===== config.mk =====
export PLATFORM = sky130hd
export DESIGN_NAME = ubt_transceiver
export DESIGN_NICKNAME = d
export VERILOG_FILES = /design/src/rtl/ubt_pkg.sv /design/src/rtl/ubt_fall_detect.sv /design/src/rtl/ubt_store_cell.sv /design/src/rtl/ubt_out_gate.sv /design/src/rtl/ubt_lane.sv /design/src/rtl/ubt_transceiver.sv
export SDC_FILE = /design/constraint.sdc
export NUM_CORES = 1
export LEC_CHECK = 0
export CAP_MARGIN = 20
export CORE_MARGIN = 4
export CORE_UTILIZATION = 39
export DETAILED_ROUTE_END_ITERATION = 12
export DONT_BUFFER_PORTS = 1
export GPL_ROUTABILITY_DRIVEN = 1
export PLACE_DENSITY = 0.64
export SYNTH_ARGS = -nofsm -noshare
export SYNTH_HDL_FRONTEND = slang
export SYNTH_SLANG_ARGS = --single-unit

===== constraint.sdc =====
create_clock -name clk -period 2.3 [get_ports clk]
set_input_delay 0.345 -clock clk [delete_from_list [all_inputs] [get_ports clk]]
set_output_delay 0.345 -clock clk [all_outputs]
set_load 0.02 [all_outputs]

===== src/rtl/ubt_pkg.sv =====
package ubt_pkg;

    localparam int BUS_W = 18;

    typedef enum logic [1:0] {
        STORE_HOLD    = 2'd0,
        STORE_PASS    = 2'd1,
        STORE_CAPTURE = 2'd2
    } store_mode_e;

    typedef struct packed {
        logic le;
        logic bclk;
        logic oe;
    } lane_ctl_t;

    function automatic store_mode_e pick_mode(input logic le, input logic fall);
        if (le)
            return STORE_PASS;
        else if (fall)
            return STORE_CAPTURE;
        else
            return STORE_HOLD;
    endfunction

endpackage


===== src/rtl/ubt_fall_detect.sv =====
module ubt_fall_detect (
    input  logic clk,
    input  logic rst,
    input  logic sig,
    output logic fall
);
    logic prev_q;

    always_ff @(posedge clk) begin
        if (rst)
            prev_q <= 1'b0;
        else
            prev_q <= sig;
    end

    assign fall = prev_q & ~sig;
endmodule


===== src/rtl/ubt_store_cell.sv =====
module ubt_store_cell
    import ubt_pkg::*;
#(
    parameter int W = BUS_W
) (
    input  logic         clk,
    input  logic         rst,
    input  store_mode_e  mode,
    input  logic [W-1:0] din,
    output logic [W-1:0] q
);
    always_ff @(posedge clk) begin
        if (rst)
            q <= '0;
        else if (mode != STORE_HOLD)
            q <= din;
    end
endmodule


===== src/rtl/ubt_out_gate.sv =====
module ubt_out_gate #(
    parameter int W       = 18,
    parameter bit ACT_LOW = 1'b0
) (
    input  logic         le,
    input  logic [W-1:0] din,
    input  logic [W-1:0] stored,
    input  logic         oe_raw,
    output logic [W-1:0] dout,
    output logic         drive
);
    assign dout = le ? din : stored;

    generate
        if (ACT_LOW) begin : g_low
            assign drive = ~oe_raw;
        end else begin : g_high
            assign drive = oe_raw;
        end
    endgenerate
endmodule


===== src/rtl/ubt_lane.sv =====
module ubt_lane
    import ubt_pkg::*;
#(
    parameter int W       = BUS_W,
    parameter bit ACT_LOW = 1'b0
) (
    input  logic         clk,
    input  logic         rst,
    input  lane_ctl_t    ctl,
    input  logic [W-1:0] din,
    output logic [W-1:0] dout,
    output logic         drive
);
    logic         fall;
    store_mode_e  mode;
    logic [W-1:0] stored;

    ubt_fall_detect u_fall (
        .clk  (clk),
        .rst  (rst),
        .sig  (ctl.bclk),
        .fall (fall)
    );

    assign mode = pick_mode(ctl.le, fall);

    ubt_store_cell #(.W(W)) u_cell (
        .clk  (clk),
        .rst  (rst),
        .mode (mode),
        .din  (din),
        .q    (stored)
    );

    ubt_out_gate #(.W(W), .ACT_LOW(ACT_LOW)) u_gate (
        .le     (ctl.le),
        .din    (din),
        .stored (stored),
        .oe_raw (ctl.oe),
        .dout   (dout),
        .drive  (drive)
    );
endmodule


===== src/rtl/ubt_transceiver.sv =====
module ubt_transceiver
    import ubt_pkg::*;
#(
    parameter int W = BUS_W
) (
    input  logic         clk,
    input  logic         rst,
    input  logic [W-1:0] a_in,
    input  logic [W-1:0] b_in,
    input  logic         ab_le,
    input  logic         ab_clk,
    input  logic         ab_oe,
    input  logic         ba_le,
    input  logic         ba_clk,
    input  logic         ba_oe_n,
    output logic [W-1:0] b_out,
    output logic         b_drive,
    output logic [W-1:0] a_out,
    output logic         a_drive
);
    lane_ctl_t ab_ctl;
    lane_ctl_t ba_ctl;

    assign ab_ctl = '{le: ab_le, bclk: ab_clk, oe: ab_oe};
    assign ba_ctl = '{le: ba_le, bclk: ba_clk, oe: ba_oe_n};

    ubt_lane #(.W(W), .ACT_LOW(1'b0)) u_ab (
        .clk   (clk),
        .rst   (rst),
        .ctl   (ab_ctl),
        .din   (a_in),
        .dout  (b_out),
        .drive (b_drive)
    );

    ubt_lane #(.W(W), .ACT_LOW(1'b1)) u_ba (
        .clk   (clk),
        .rst   (rst),
        .ctl   (ba_ctl),
        .din   (b_in),
        .dout  (a_out),
        .drive (a_drive)
    );
endmodule


Word level (Yosys, flattened, before mapping)
Index checks and enable logic that the tools add are counted.
{"block": "totals", "register_bits": 38, "in_bits": 44, "output_inout_bits": 38, "word_cells": 17}
{"block": "classes", "n_mux": 6, "n_bitwise": 5, "reduce_logical": 2}
{"cell": "$mux 18", "n": 2}
{"cell": "$mux 2", "n": 4}
{"cell": "$reduce_bool 2->1", "n": 2}
{"cell": "$not 1->1", "n": 3}
{"cell": "$and 1x1->1", "n": 2}

Depth between registers and ports, before layout
{"block": "depth", "word_depth": 5, "ltp_mapped": 5, "mapped_depth_nobuf": 3}

Modules after synthesis
Synthesis repeated with hierarchy kept, for this count alone.
{"block": "unflattened", "hier_cells": 210, "area_unflattened_um2": 2120.8}
{"module": "ubt_store_cell", "n_inst": 2, "cells_each": 80, "area_each_um2": 734.5, "seq_area_each_um2": 360.3}
{"module": "ubt_out_gate at u_ab.u_gate", "n_inst": 1, "cells_each": 21, "area_each_um2": 279.0, "seq_area_each_um2": 0.0}
{"module": "ubt_out_gate at u_ba.u_gate", "n_inst": 1, "cells_each": 21, "area_each_um2": 275.3, "seq_area_each_um2": 0.0}
{"module": "ubt_fall_detect", "n_inst": 2, "cells_each": 3, "area_each_um2": 35.0, "seq_area_each_um2": 20.0}
{"module": "ubt_lane", "n_inst": 2, "cells_each": 1, "area_each_um2": 13.8, "seq_area_each_um2": 0.0}

Worst setup path after synthesis
OpenSTA, ideal clock, no wires.
{"block": "synth_path", "kind": "input to output", "start": "in ba_le", "end": "out a_out[0]", "arrival_time_ps": 1030, "required_time_ps": 1955, "slack_ps": 925, "stages": 3, "path_buffers": 2, "path_cell_list": "buf_6 -> buf_4 -> mux2_2"}
{"block": "synth_between", "elab_chain_cells": 1}
{"element": "from (decl)", "line": "ubt_transceiver.sv:13", "text": "input logic ba_le,"}
{"element": "$mux 18", "line": "ubt_out_gate.sv:12", "text": "assign dout = le ? din : stored;"}
{"element": "to (decl)", "line": "ubt_transceiver.sv:18", "text": "output logic [W-1:0] a_out,"}
No other way between the ends.

Worst setup path in the final report
{"block": "layout_path", "start": "reg u_ba.u_cell.q[12]", "end": "out a_out[12]"}
{"block": "layout_between", "elab_chain_cells": 1}
{"element": "from (decl)", "line": "ubt_store_cell.sv:10", "text": "output logic [W-1:0] q"}
{"element": "from (signal assigned)", "line": "ubt_store_cell.sv:16", "text": "q <= din;"}
{"element": "$mux 18", "line": "ubt_out_gate.sv:12"}
No other way between the ends.

==> run metrics <==
final setup vio count 0; Post-Synth XOR/XNOR Area 0; clock buffer depth 2; Critical Path Source Type flop; layout cells sized above 1 0.219; Fin Hold WS 132 ps; CP required just under 2000 ps; die height 82.5 µm; post_cts resized 0; number of DRC markers in iteration 0 33; Avg WL per Cell 13.4 µm; Bufs and invs on worst path 0; Slew @ Worst Pin about 760 ps; diodes inserted 0; CTS tree yes; Core Box Area 0.00524 mm²; Port Buffers 0; drt pass-1 iters 3; CP max-delay cell dfxtp_1; Initial Util 0.414; final period utilization 0.550; max incr delay on CP 320 ps; cell class contributing the biggest share of worst-path delay flip-flops; first-pass GRT wire length around 5.4 mm; area occupied by multi-input gates 0.00126 mm²; kind of critical path reg -> out; Via Count approximately 1,300; library cells used by synthesis 12; Worst Setup Slack, final 1040 ps; net count after synthesis 250; Setup Buffers After CTS 0; # rows 26; DRC viols 0; total track usage 0.103; largest net degree at the start of global routing 75; most common cell after layout, fill and taps aside nand2b_1; status complete, no violations; Total Wirelength 3.56 mm; simple-gate area share of the yosys netlist 0.211; final-report hold violation count 0; max-cap violation count 0; vias in the first global route 1,200; CTS root buf clkbuf_8; clock sink count 38; die width 82.5 µm; # hold bufs at CTS 0; Syn Std Cell Area between 0.002 and 0.0025 mm²; post-synthesis mux area share 0.353; Slew headroom 0.495; flip-flop and latch area roughly 760 µm²; HPWL Detailed 2.45 mm; H-tree depth 2; CTS clock-pin slew for the worst setup and hold paths 70 ps; CP Max Fanout 2; Final ANT Viol Nets 0; Die ar. 0.00681 mm²; crit path capture type output port; initial antenna violation count 0; final-report max-slew violation count 0; Power Dens Cells 637 mW/mm²; min Tclk post-route 1260 ps; skew final 2.46 ps; Layout area overhead 1.15%; Mapped Cells 206; Seq/Total Area, Yosys 0.351; gpl congestion roughly 0.65; Adder-Cell Fraction of Synth Area 0; critical path arrival between 900 and 1000 ps; fin util 0.419; cts bufs inserted 5; worst skew pair latency 280 ps; commonest non-fill, non-tap cells in the layout 72 x nand2b_1, 38 x dfxtp_1, 36 x mux2_2, 36 x mux2i_1, 5 x clkbuf_8; Seq cells post-synth 38; post-synthesis compound-gate area fraction 0.0150; fill cell count about 510; Pleak 0.874 nW; FMAX 791 MHz; IO Pins 82; syn_area_per_cell 10.5 µm²; grt ovf 0; largest family of logic cells by synthesized area multiplexers; Hold Crit Class in -> reg; RSZ-0062 raised after global routing no; Final nets 240; vias per cell between 4 and 5; setup TNS 0 ps; Peak VDD IR 0.267 mV; Ys Warns 0; pre-CTS setup slack 920 ps; sequence of cells on the critical path mux2_2
==> where the power goes <==
part	switching [mW]	leakage (nW)	internal (mW)	total, mW
clock	0.211	0.0383	0.209	0.419
sequential	0.0229	0.315	0.704	0.726
combinational	0.133	0.522	0.117	0.250
total	0.367	0.874	1.03	1.40
==> cells by family after synthesis <==
family	Yosys count
muxes	72
DFF	38
AOI/OAI and AO/OA	2
and+or+nand+nor	74
buffers and inverters	20
==> cell usage after synthesis <==
| cell type | number | area, µm² |
|---|---|---|
| buf_12 | 2 | 40.0 |
| dfxtp_1 | 38 | 761 |
| buf_2 | 1 | 5.00 |
| inv_1 | 3 | 11.3 |
| a21oi_4 | 2 | 32.5 |
| mux2_2 | 36 | 405 |
| nand2b_1 | 72 | 450 |
| buf_6 | 4 | 45.0 |
| buf_4 | 3 | 22.5 |
| clkbuf_1 | 7 | 26.3 |
| mux2i_1 | 36 | 360 |
| nor2_1 | 2 | 7.51 |
==> cell type report <==
type | count | share of cell area
clock buffer | 7 | 0.0348
inverter | 3 | 0.00514
multi-input combinational | 148 | 0.573
sequential | 38 | 0.347
tap | 70 | 0.0400
==> metrics by stage <==
step                      total power [mW]  cell area [µm²]  std cells
after floorplan                       1.01             2170        206
after global placement               0.993             2120        259
after detailed placement             0.994             2120        259
after CTS                             1.43             2190        266
after global routing                  1.48             2190        266
final                                 1.40             2190        266
==> flip-flops by register name, indices dropped and copies added (netlist names) <==
name	flops
u_ab.u_cell.q	18
u_ab.u_fall.prev_q	1
u_ba.u_cell.q	18
u_ba.u_fall.prev_q	1
==> path summary, 6_finish.rpt <==
kind	start	to	slack, ps	depth (start not counted)
worst max-delay path	u_ba.u_cell.q[12]$_SDFFE_PP0P_	a_out[12]	1040	1
worst min-delay path	rst	u_ab.u_fall.prev_q$_SDFF_PP0_	130	1
worst max register to register	u_ba.u_fall.prev_q$_SDFF_PP0_	u_ba.u_cell.q[6]$_SDFFE_PP0P_	1040	2
worst min register to register	u_ab.u_cell.q[12]$_SDFFE_PP0P_	u_ab.u_cell.q[12]$_SDFFE_PP0P_	470	2
==> routing by layer <==
layer / vias up / global-route usage / part of all wire
met1: 564 / 0.128 / 0.47
met2: 58 / 0.151 / 0.39
met4: 0 / 0.0539 / 0.018
met3: 8 / 0.0445 / 0.12
met5: - / 0 / 0
li1: 660 / - / -
(Power assumes the default switching activity.)
